### src/rtl/ecap_pkg.sv
package ecap_pkg;

  localparam int HDR_ID_W  = 16;
  localparam int HDR_VER_W = 4;
  localparam int HDR_NXT_W = 12;

  // Header word layout: next offset on top, then version, identifier at bit 0.
  typedef struct packed {
    logic [HDR_NXT_W-1:0] nxt;
    logic [HDR_VER_W-1:0] ver;
    logic [HDR_ID_W-1:0]  id;
  } ecap_hdr_t;

  typedef enum logic {
    OP_FIND = 1'b0,
    OP_ADD  = 1'b1
  } ecap_op_e;

  typedef enum logic [2:0] {
    ST_IDLE    = 3'd0,
    ST_RD      = 3'd1,
    ST_EVAL    = 3'd2,
    ST_WR_TAIL = 3'd3,
    ST_WR_NEW  = 3'd4,
    ST_RESP    = 3'd5
  } walk_state_e;

endpackage

### src/rtl/ecap_add_check.sv
module ecap_add_check #(
  parameter int CFG_BYTES = 4096,
  parameter int BASE_OFF  = 256,
  parameter int MIN_SIZE  = 8,
  parameter int OFF_W     = 12,
  parameter int SIZE_W    = 13
) (
  input  logic [OFF_W-1:0]  off,
  input  logic [SIZE_W-1:0] size,
  output logic              ok
);
  localparam int END_W = SIZE_W + 1;

  logic [END_W-1:0] end_v;

  // Legality of an append request, judged before any memory access.
  always_comb begin
    end_v = END_W'(off) + END_W'(size);
    ok    = (size >= SIZE_W'(MIN_SIZE))
         && (end_v < END_W'(CFG_BYTES))
         && (off >= OFF_W'(BASE_OFF))
         && (off[1:0] == 2'b00);
  end
endmodule

### src/rtl/ecap_hop_eval.sv
module ecap_hop_eval
  import ecap_pkg::*;
#(
  parameter int CFG_BYTES = 4096,
  parameter int BASE_OFF  = 256,
  parameter int OFF_W     = 12
) (
  input  ecap_hdr_t            hdr,
  input  logic [OFF_W-1:0]     cur,
  input  logic [HDR_ID_W-1:0]  key,
  input  logic                 match_en,
  output logic                 at_void,
  output logic                 match,
  output logic                 tail,
  output logic                 bad_link
);
  localparam int LAST_OFF = CFG_BYTES - 8;

  // Classification of one header just read from memory.
  always_comb begin
    at_void  = (cur == OFF_W'(BASE_OFF)) && (hdr == '0);
    match    = match_en && (hdr.id == key);
    tail     = (hdr.nxt == '0);
    bad_link = (hdr.nxt < HDR_NXT_W'(BASE_OFF))
            || (hdr.nxt > HDR_NXT_W'(LAST_OFF))
            || (hdr.nxt[1:0] != 2'b00);
  end
endmodule

### src/rtl/ecap_walk_seq.sv
module ecap_walk_seq
  import ecap_pkg::*;
#(
  parameter int BASE_OFF  = 256,
  parameter int MAX_STEPS = 1024,
  parameter int OFF_W     = 12,
  parameter int SIZE_W    = 13
) (
  input  logic                  clk,
  input  logic                  rst_n,
  input  logic                  cmd_valid,
  output logic                  cmd_ready,
  input  logic                  cmd_op,
  input  logic [HDR_ID_W-1:0]   cmd_id,
  input  logic [HDR_VER_W-1:0]  cmd_ver,
  input  logic [OFF_W-1:0]      cmd_off,
  input  logic                  add_ok,
  output logic                  rsp_valid,
  input  logic                  rsp_ready,
  output logic                  rsp_err,
  output logic [OFF_W-1:0]      rsp_off,
  output logic [OFF_W-1:0]      rsp_prev,
  output logic                  mem_rd_en,
  output logic                  mem_wr_en,
  output logic [OFF_W-3:0]      mem_addr,
  output logic [31:0]           mem_wdata,
  input  logic [31:0]           mem_rdata,
  output logic [OFF_W-1:0]      cur_off,
  output logic [HDR_ID_W-1:0]   key,
  output logic                  match_en,
  input  logic                  ev_void,
  input  logic                  ev_match,
  input  logic                  ev_tail,
  input  logic                  ev_bad
);
  localparam int STEP_W = $clog2(MAX_STEPS + 1);

  walk_state_e          st_q;
  ecap_op_e             op_q;
  logic [HDR_ID_W-1:0]  id_q;
  logic [HDR_VER_W-1:0] ver_q;
  logic [OFF_W-1:0]     off_q;
  logic [OFF_W-1:0]     cur_q;
  logic [OFF_W-1:0]     prev_q;
  ecap_hdr_t            tail_hdr_q;
  logic [HDR_NXT_W-1:0] new_nxt_q;
  logic [STEP_W-1:0]    steps_q;
  logic                 res_err_q;
  logic [OFF_W-1:0]     res_off_q;
  logic [OFF_W-1:0]     res_prev_q;

  ecap_hdr_t hdr;
  logic      off_is_base;
  logic      limit_hit;

  assign hdr         = ecap_hdr_t'(mem_rdata);
  assign off_is_base = (off_q == OFF_W'(BASE_OFF));
  assign limit_hit   = (steps_q >= STEP_W'(MAX_STEPS - 1));
  assign cur_off     = cur_q;
  assign key         = id_q;
  assign match_en    = (op_q == OP_FIND) && (id_q != '0);

  always_ff @(posedge clk or negedge rst_n) begin
    if (!rst_n) begin
      st_q       <= ST_IDLE;
      op_q       <= OP_FIND;
      id_q       <= '0;
      ver_q      <= '0;
      off_q      <= '0;
      cur_q      <= '0;
      prev_q     <= '0;
      tail_hdr_q <= '0;
      new_nxt_q  <= '0;
      steps_q    <= '0;
      res_err_q  <= 1'b0;
      res_off_q  <= '0;
      res_prev_q <= '0;
    end else begin
      unique case (st_q)
        ST_IDLE: begin
          if (cmd_valid) begin
            op_q       <= ecap_op_e'(cmd_op);
            id_q       <= cmd_id;
            ver_q      <= cmd_ver;
            off_q      <= cmd_off;
            cur_q      <= OFF_W'(BASE_OFF);
            prev_q     <= '0;
            steps_q    <= '0;
            res_err_q  <= 1'b0;
            res_off_q  <= '0;
            res_prev_q <= '0;
            if ((ecap_op_e'(cmd_op) == OP_ADD) && !add_ok) begin
              res_err_q <= 1'b1;
              st_q      <= ST_RESP;
            end else begin
              st_q <= ST_RD;
            end
          end
        end
        ST_RD: st_q <= ST_EVAL;
        ST_EVAL: begin
          steps_q <= steps_q + 1'b1;
          if ((op_q == OP_ADD) && off_is_base) begin
            new_nxt_q <= hdr.nxt;
            st_q      <= ST_WR_NEW;
          end else if (ev_void) begin
            res_err_q <= (op_q == OP_ADD);
            st_q      <= ST_RESP;
          end else if (ev_match) begin
            res_off_q  <= cur_q;
            res_prev_q <= prev_q;
            st_q       <= ST_RESP;
          end else if (ev_tail) begin
            if (op_q == OP_FIND) begin
              res_prev_q <= cur_q;
              st_q       <= ST_RESP;
            end else begin
              tail_hdr_q <= hdr;
              new_nxt_q  <= '0;
              st_q       <= ST_WR_TAIL;
            end
          end else if (ev_bad || limit_hit) begin
            res_err_q <= 1'b1;
            st_q      <= ST_RESP;
          end else begin
            prev_q <= cur_q;
            cur_q  <= OFF_W'(hdr.nxt);
            st_q   <= ST_RD;
          end
        end
        ST_WR_TAIL: st_q <= ST_WR_NEW;
        ST_WR_NEW: begin
          res_off_q  <= off_q;
          res_prev_q <= off_is_base ? '0 : cur_q;
          st_q       <= ST_RESP;
        end
        ST_RESP: begin
          if (rsp_ready) st_q <= ST_IDLE;
        end
        default: st_q <= ST_IDLE;
      endcase
    end
  end

  always_comb begin
    cmd_ready = (st_q == ST_IDLE);
    rsp_valid = (st_q == ST_RESP);
    rsp_err   = res_err_q;
    rsp_off   = res_off_q;
    rsp_prev  = res_prev_q;
    mem_rd_en = (st_q == ST_RD);
    mem_wr_en = (st_q == ST_WR_TAIL) || (st_q == ST_WR_NEW);
    mem_addr  = cur_q[OFF_W-1:2];
    mem_wdata = '0;
    if (st_q == ST_WR_TAIL) begin
      // Only the link field of the old tail changes.
      mem_wdata = {HDR_NXT_W'(off_q), tail_hdr_q.ver, tail_hdr_q.id};
    end else if (st_q == ST_WR_NEW) begin
      mem_addr  = off_q[OFF_W-1:2];
      mem_wdata = {new_nxt_q, ver_q, id_q};
    end
  end
endmodule

### src/rtl/ecap_walker.sv
module ecap_walker
  import ecap_pkg::*;
#(
  parameter int CFG_BYTES = 4096,
  parameter int BASE_OFF  = 256,
  parameter int MAX_STEPS = 1024,
  parameter int MIN_SIZE  = 8,
  localparam int OFF_W    = $clog2(CFG_BYTES),
  localparam int SIZE_W   = OFF_W + 1,
  localparam int WA_W     = OFF_W - 2
) (
  input  logic              clk,
  input  logic              rst_n,
  input  logic              cmd_valid,
  output logic              cmd_ready,
  input  logic              cmd_op,
  input  logic [15:0]       cmd_id,
  input  logic [3:0]        cmd_ver,
  input  logic [OFF_W-1:0]  cmd_off,
  input  logic [SIZE_W-1:0] cmd_size,
  output logic              rsp_valid,
  input  logic              rsp_ready,
  output logic              rsp_err,
  output logic [OFF_W-1:0]  rsp_off,
  output logic [OFF_W-1:0]  rsp_prev,
  output logic              mem_rd_en,
  output logic              mem_wr_en,
  output logic [WA_W-1:0]   mem_addr,
  output logic [31:0]       mem_wdata,
  input  logic [31:0]       mem_rdata
);
  logic                add_ok;
  logic [OFF_W-1:0]    cur_off;
  logic [HDR_ID_W-1:0] key;
  logic                match_en;
  logic                ev_void, ev_match, ev_tail, ev_bad;

  ecap_add_check #(
    .CFG_BYTES(CFG_BYTES), .BASE_OFF(BASE_OFF), .MIN_SIZE(MIN_SIZE),
    .OFF_W(OFF_W), .SIZE_W(SIZE_W)
  ) u_add_check (
    .off (cmd_off),
    .size(cmd_size),
    .ok  (add_ok)
  );

  ecap_hop_eval #(
    .CFG_BYTES(CFG_BYTES), .BASE_OFF(BASE_OFF), .OFF_W(OFF_W)
  ) u_hop_eval (
    .hdr     (ecap_hdr_t'(mem_rdata)),
    .cur     (cur_off),
    .key     (key),
    .match_en(match_en),
    .at_void (ev_void),
    .match   (ev_match),
    .tail    (ev_tail),
    .bad_link(ev_bad)
  );

  ecap_walk_seq #(
    .BASE_OFF(BASE_OFF), .MAX_STEPS(MAX_STEPS), .OFF_W(OFF_W), .SIZE_W(SIZE_W)
  ) u_seq (
    .clk      (clk),
    .rst_n    (rst_n),
    .cmd_valid(cmd_valid),
    .cmd_ready(cmd_ready),
    .cmd_op   (cmd_op),
    .cmd_id   (cmd_id),
    .cmd_ver  (cmd_ver),
    .cmd_off  (cmd_off),
    .add_ok   (add_ok),
    .rsp_valid(rsp_valid),
    .rsp_ready(rsp_ready),
    .rsp_err  (rsp_err),
    .rsp_off  (rsp_off),
    .rsp_prev (rsp_prev),
    .mem_rd_en(mem_rd_en),
    .mem_wr_en(mem_wr_en),
    .mem_addr (mem_addr),
    .mem_wdata(mem_wdata),
    .mem_rdata(mem_rdata),
    .cur_off  (cur_off),
    .key      (key),
    .match_en (match_en),
    .ev_void  (ev_void),
    .ev_match (ev_match),
    .ev_tail  (ev_tail),
    .ev_bad   (ev_bad)
  );
endmodule

### config.mk
export PLATFORM = sky130hd
export DESIGN_NAME = ecap_walker
export DESIGN_NICKNAME = d
export VERILOG_FILES = /design/src/rtl/ecap_pkg.sv /design/src/rtl/ecap_add_check.sv /design/src/rtl/ecap_hop_eval.sv /design/src/rtl/ecap_walk_seq.sv /design/src/rtl/ecap_walker.sv
export SDC_FILE = /design/constraint.sdc
export NUM_CORES = 1
export LEC_CHECK = 0
export BUFFER_PORTS_ARGS = -buffer_cell sky130_fd_sc_hd__buf_2
export CORE_MARGIN = 2
export CORE_UTILIZATION = 58
export DETAILED_ROUTE_END_ITERATION = 8
export GPL_TIMING_DRIVEN = 0
export PLACE_DENSITY = 0.87
export SYNTH_ARGS = -nofsm -noshare
export SYNTH_HDL_FRONTEND = slang
export SYNTH_SLANG_ARGS = --single-unit
### constraint.sdc
create_clock -name clk -period 3.55 [get_ports clk]
set_input_delay 0.1775 -clock clk [delete_from_list [all_inputs] [get_ports clk]]
set_output_delay 0.1775 -clock clk [all_outputs]
set_load 0.02 [all_outputs]
### Word level (Yosys, flattened, before mapping)

Index checks and enable logic that the tools add are counted.

| storage, ports and cells | value |
|---|---|
| word-level logic and storage cells | 135 |
| register bits after elaboration | 128 |
| input bits | 82 |
| output and inout port bits | 71 |

| cells by class | value |
|---|---|
| reduce and logical (&&, ||, !) cells | 32 |
| add/subtract/negate cells | 2 |
| equal/unequal tests | 23 |
| bitwise gates (word level) | 4 |
| multiplexer cells | 54 |
| $lt $le $gt $ge | 6 |

Operators with widths:

| cell | number |
|---|---|
| two-way mux 12 bit | 26 |
| one-hot mux 12 bit (3 select lines) | 2 |
| two-way mux 32 bit | 2 |
| one-hot mux 12 bit (2 select lines) | 2 |
| logical NOT 32 bit | 1 |
| two-way mux 3 bit | 9 |
| equality test 12 x 9 -> 1 bit (second input constant) | 2 |
| one-hot mux 11 bit (2 select lines) | 1 |
| two-way mux 10 bit | 2 |
| one-hot mux 3 bit (6 select lines) | 1 |
| AND reduction 6 bit | 3 |
| equality test 16 bit | 1 |
| nonzero test 16 bit | 1 |
| adder 12 x 13 -> 14 bit | 1 |
| < comparator 14 x 13 -> 1 bit (second input constant) | 1 |
| inequality test 2 bit (second input constant) | 7 |
| greater-or-equal comparator 13 x 4 -> 1 bit (second input constant) | 1 |
| greater-or-equal comparator 12 x 9 -> 1 bit (second input constant) | 1 |
| greater-than comparator 12 bit (second input constant) | 1 |
| logical NOT 12 bit | 1 |
| < comparator 12 x 9 -> 1 bit (second input constant) | 1 |
| inequality test 3 bit (second input constant) | 4 |
| adder 11 x 1 -> 11 bit (second input constant) | 1 |
| greater-or-equal comparator 11 x 10 -> 1 bit (second input constant) | 1 |
| 19 further kinds | 48 |

### Logic depth before layout (Yosys ltp)

| logic depth | value |
|---|---|
| word-level depth | 10 |
| gate-level depth with buffers | 8 |
| gate-level depth less buffers | 8 |

### By module

Synthesis repeated with hierarchy kept, for this count alone.

| unflattened totals | value |
|---|---|
| cell total of the unflattened synthesis | 719 |
| area, all modules | 6711.4 um2 |

Modules (own cells, without submodules):

| module | times used | seq. area each (um2) | cells an instance | area an instance (um2) |
|---|---|---|---|---|
| ecap_walk_seq | 1 | 3203.1 | 639 | 6105.9 |
| ecap_hop_eval | 1 | 0.0 | 43 | 307.8 |
| ecap_add_check | 1 | 0.0 | 37 | 297.8 |

### Worst setup path after synthesis

Ideal clock, no wire load.

| timing | value |
|---|---|
| path kind | register to register |
| start point | register u_seq.id_q[12], in the netlist u_seq.key[12] |
| end point | register u_seq.res_prev_q[10], in the netlist u_seq.rsp_prev[10] |
| data arrival time | 2.225 ns |
| path buffers | 1 |
| cell stages (with the launch flop) | 9 |
| clock period less this slack | 2.349 ns |
| path slack | 1.201 ns |
| setup time | 0.125 ns |
| required time | 3.425 ns |
| cell sequence | dfrtp_1 > xnor2_1 > nand2_1 > or3b_1 > or3_4 > a22o_1 > buf_6 > a22o_1 > mux2_2 |

| on the way | value |
|---|---|
| cells in the longest elaborated chain, start to end | 7 |
| elaborated cells on any way between the ends | 11 |
| classes of those cells | 3 x eq/ne; 4 x mux; 4 x reduce/logical |

Ends and longest elaborated chain:

| what | line | text |
|---|---|---|
| start: declaration | ecap_walk_seq.sv:40 | `logic [HDR_ID_W-1:0] id_q;` |
| start signal: assignment | ecap_walk_seq.sv:83 | `id_q <= cmd_id;` |
| nonzero test 16 bit | ecap_walk_seq.sv:61 | `assign match_en = (op_q == OP_FIND) && (id_q != '0);` |
| logical AND 1 bit | ecap_walk_seq.sv:61 |  |
| logical AND 1 bit (*) | ecap_hop_eval.sv:22 | `match = match_en && (hdr.id == key);` |
| two-way mux 12 bit | ecap_walk_seq.sv:109 | `end else if (ev_match) begin` |
| two-way mux 12 bit | ecap_walk_seq.sv:106 | `end else if (ev_void) begin` |
| two-way mux 12 bit | ecap_walk_seq.sv:103 | `if ((op_q == OP_ADD) && off_is_base) begin` |
| one-hot mux 12 bit (3 select lines) | ecap_walk_seq.sv:79 | `unique case (st_q)` |
| end signal: assignment | ecap_walk_seq.sv:111 | `res_prev_q <= prev_q;` |
| end signal: assignment | ecap_walk_seq.sv:115 | `res_prev_q <= cur_q;` |
| end signal: assignment | ecap_walk_seq.sv:134 | `res_prev_q <= off_is_base ? '0 : cur_q;` |
| end: declaration | ecap_walk_seq.sv:50 | `logic [OFF_W-1:0] res_prev_q;` |

Mark *: on every way between the ends. The rest lies on a longest branch, timed or not. The select of a mux whose other input is x is not followed.
A chain may end at the register's enable or synchronous reset.

### Worst setup path after layout

| timing | value |
|---|---|
| start point | register u_seq.st_q[2] |
| end point | output mem_wdata[12] |

| on the way | value |
|---|---|
| cells in the longest elaborated chain, start to end | 3 |
| elaborated cells on any way between the ends | 4 |
| classes of those cells | 2 x eq/ne; 2 x mux |

Ends and longest elaborated chain:

| what | line | text |
|---|---|---|
| start: declaration | ecap_walk_seq.sv:38 | `walk_state_e st_q;` |
| start signal: assignment | ecap_walk_seq.sv:65 | `st_q <= ST_IDLE;` |
| start signal: assignment | ecap_walk_seq.sv:94 | `st_q <= ST_RESP;` |
| start signal: assignment | ecap_walk_seq.sv:96 | `st_q <= ST_RD;` |
| equality test 3 bit | ecap_walk_seq.sv:158 | `end else if (st_q == ST_WR_NEW) begin` |
| two-way mux 32 bit | ecap_walk_seq.sv:158 |  |
| two-way mux 32 bit (*) | ecap_walk_seq.sv:155 | `if (st_q == ST_WR_TAIL) begin` |
| end: declaration | ecap_walker.sv:29 | `output logic [31:0] mem_wdata,` |

Mark *: on every way between the ends. The rest lies on a longest branch, timed or not.

==> flow_metrics.env <==
export IMPL_status="finished, final reports clean"
export IMPL_io_pins=153
export IMPL_clock_root_buffer="clkbuf_8"
export IMPL_areaGrowthSynthToFinish_pct=36.3
export IMPL_syn_instance_count=613
export IMPL_timing_setup_tns_ps=0
export IMPL_design_die_area_um2=11700
export IMPL_layout_drive_gt1_share=0.275
export IMPL_fillerInstances=634
export IMPL_timing_max_slew_rel_slack=0.163
export IMPL_startpoint_to_endpoint_class_of_the_critical_path="reg2out"
export IMPL_syn_nets=707
export IMPL_final_hold_worst_slack_ps=133
export IMPL_cts_max_level=4
export IMPL_drt_initial_drc_count=628
export IMPL_report_final_setup_viol=0
export IMPL_io_buffers=152
export IMPL_startpoint="u_seq.st_q[2]$_DFFE_PN0P_"
export IMPL_clock_latency_late_sink_ps=550
export IMPL_avgSynthCellArea_um2=10.3
export IMPL_area_of_combinational_cells_with_multiple_inputs_um2=2940
export IMPL_worst_ep_arrival_time_ps=3040
export IMPL_grt_ovfl_total=0
export IMPL_crit_path_end_kind="output pin"
export IMPL_wire_length_of_the_first_global_routing_pass_um=33700
export IMPL_min_delay_path_class="in2async"
export IMPL_grt_setup_unrepaired="false"
export IMPL_die_w_um=108
export IMPL_synth_top_cell_area_share=0.507
export IMPL_grt_start_max_net_pins=82
export IMPL_required_time_at_the_worst_slack_endpoint_ps=3370
export IMPL_post_detail_place_hpwl_um=13400
export IMPL_synth_yosys_warnings=0
export IMPL_utilization=0.801
export IMPL_cellLeakagePower_uw=0.00430
export IMPL_cts_buffer_depth=2
export IMPL_initial_core_util=0.588
export IMPL_ys_seq_elements=128
export IMPL_peakVddDrop_v=0.000572
export IMPL_design_final_nets=947
export IMPL_route_final_wire_length_um=21500
export IMPL_cap_violations=0
export IMPL_route_antenna_remaining_nets=0
export IMPL_drt_pass1_iter_count=5
export IMPL_synth_top_flop_cell="dfrtp_1"
export IMPL_finalPower_uw=6610
export IMPL_diodes=0
export IMPL_avgRoutedWirePerCell_um=21.4
export IMPL_timing_final_crit_share=0.908
export IMPL_fp_coreArea_um2=10700
export IMPL_final_hold_viol_count=0
export IMPL_tightestPinTransition_ps=1240
export IMPL_first_global_vias=6519
export IMPL_crit_fanout=10
export IMPL_portion_of_the_post_synthesis_area_used_by_sequential_elements=0.507
export IMPL_p_per_area_nw_per_um2=768
export IMPL_placementRows=38
export IMPL_finalWorstPathRequiredPeriod_ps=3220
export IMPL_clock_sinks=128
export IMPL_number_of_flops_mapped_to_enable_cells_by_yosys=0
export IMPL_route_detailed_vias_per_inst=6.41
export IMPL_grt_util_all_layers=0.386
export IMPL_grt_antenna_before_repair=0
export IMPL_fmax_mhz=310
export IMPL_report_final_slew_viol_count=0
export IMPL_path_clk_slew_ps=60
export IMPL_synthTopCellsByArea="dfrtp_1 51%, a22o_1 11%, mux2_2 7.5%"
export IMPL_route_vias_total=6445
export IMPL_synthDominantAreaCellType="dfrtp_1"
export IMPL_synth_async_sr_flop_share=1.00
export IMPL_cts_made_buffers=17
export IMPL_place_gp_congestion=0.929
export IMPL_post_cts_setup_buffer_count=0
export IMPL_chipHeight_um=108
export IMPL_final_instance_count_excl_fill=1005
export IMPL_syn_area_um2=6310
export IMPL_placed_cells=906
export IMPL_route_detailed_drc=0
export IMPL_worst_r2r_startpoint="u_seq.key[7]$_DFFE_PN0P_"
export IMPL_netlist_cell_types=44
export IMPL_setup_worst_path_start_class="flop"
export IMPL_regArea_um2=3200
export IMPL_clock_skew_ps=8.99
export IMPL_clock_tree_from_tritoncts="done"
==> repair_timing <==
item                                    4_1_cts  5_1_grt
hold endpoints to repair                    124        0
endpoints found under the setup margin        0        0
resized for setup                             0        0
hold buffers                                 68        0
==> registers in the layout, indices dropped and copies added, names as in the netlist <==
register,count
u_seq.tail_hdr_q,20
u_seq.key,16
u_seq.cur_off,12
u_seq.new_nxt_q,12
u_seq.off_q,12
u_seq.prev_q,12
u_seq.rsp_off,12
u_seq.rsp_prev,12
u_seq.steps_q,11
u_seq.ver_q,4
u_seq.st_q,3
u_seq.op_q,1
u_seq.rsp_err,1
==> routing by layer <==
| layer | GRT usage | vias up | routed length (µm) |
|---|---|---|---|
| met4 | 0.204 | 0 | 1140 |
| met5 | 0 | - | 0 |
| met2 | 0.656 | 459 | 10700 |
| met1 | 0.458 | 3120 | 7830 |
| met3 | 0.0880 | 120 | 1840 |
| li1 | - | 2746 | - |
==> where the power goes <==
group          switching (µW)  internal [µW]  total (µW)  leakage (µW)
logic                    1550            908        2460       0.00229
registers                 424           1810        2230       0.00170
clock network             652           1270        1920      0.000311
==> cell type report <==
cell class / instances / area share
Sequential cell: 128 / 0.372
Inverter: 5 / 0.00218
Clock inverter: 9 / 0.0209
Multi-Input combinational cell: 444 / 0.341
Clock buffer: 22 / 0.0538
Buffer: 36 / 0.0180
Timing Repair Buffer: 221 / 0.171
Tap cell: 140 / 0.0204
==> cells in the mapped netlist (2+ instances only) <==
cell type,n
a211oi_1,2
a21oi_1,22
a22o_1,79
a22oi_1,13
a31oi_1,3
and2_1,6
and3_1,4
buf_2,9
clkbuf_1,25
dfrtp_1,128
ha_1,12
inv_1,5
mux2_2,42
nand2_1,122
nand2b_1,3
nand3_1,8
nand4_1,10
nor2_1,22
nor3_1,12
nor3b_1,2
nor4_1,23
nor4b_1,2
o211ai_1,3
o21ai_0,16
o31ai_1,4
or3_1,2
or4_1,3
xnor2_1,4
xor2_1,12
==> placed cells by master (no fill, tap or decap), types with 4 or more instances in the layout <==
| cell type | synthesis | layout |
|---|---|---|
| dfrtp_1 | 128 | 128 |
| dlygate4sd3_1 | 0 | 68 |
| clkbuf_1 | 25 | 27 |
| a22o_1 | 79 | 79 |
| xnor2_1 | 4 | 4 |
| mux2_2 | 42 | 42 |
| a21oi_1 | 22 | 22 |
| nand3_1 | 8 | 8 |
| xor2_1 | 12 | 12 |
| clkbuf_8 | 0 | 4 |
| buf_2 | 9 | 160 |
| a22oi_1 | 13 | 13 |
| bufinv_16 | 0 | 5 |
| ha_1 | 12 | 12 |
| o21ai_0 | 16 | 16 |
| nor3_1 | 12 | 12 |
| clkbuf_16 | 0 | 16 |
| nor4_1 | 23 | 23 |
| and3_1 | 4 | 4 |
| nand2_1 | 122 | 122 |
| and2_1 | 6 | 6 |
| nor2_1 | 22 | 22 |
| o31ai_1 | 4 | 4 |
| nand4_1 | 10 | 10 |
| inv_1 | 5 | 5 |
==> final timing paths <==
kind	cells after the start	endpoint	slack [ps]
max reg2reg	7	u_seq.rsp_off[5]$_DFFE_PN0P_	710
min in group clk	4	u_seq.ver_q[1]$_DFFE_PN0P_	370
min reg2reg	1	u_seq.steps_q[8]$_DFFE_PN0P_	490
max	6	mem_wdata[12]	330
min	2	u_seq.steps_q[9]$_DFFE_PN0P_	130
max in group asynchronous	3	u_seq.off_q[10]$_DFFE_PN0P_	2680
==> worst max-delay path: stages, from the launching register on <==
cell	delay, ps
dfrtp_1	320
clkbuf_1	290
nor3b_1	480
clkbuf_1	430
clkbuf_1	490
a22o_1	300
buf_2	190
==> metrics by stage <==
stage	setup slack, ps	area (µm²)
after floorplan	1200	6310
after global placement	751	7250
after detailed placement	798	7280
after CTS	438	8610
after global routing	180	8610
final	328	8610
==> kinds of logic (layout without fill, tap and decap cells) <==
kind of cell / after synthesis / in the layout / share of synthesized area
mux: 43 / 43 / 0.0765
fa+ha+maj: 12 / 12 / 0.0238
xor+xnor: 16 / 16 / 0.0222
compound gates: 148 / 148 / 0.177
simple gates: 225 / 225 / 0.165
flops: 128 / 128 / 0.507
buf+inv: 41 / 293 / 0.0275
(Power assumes the default switching activity.)
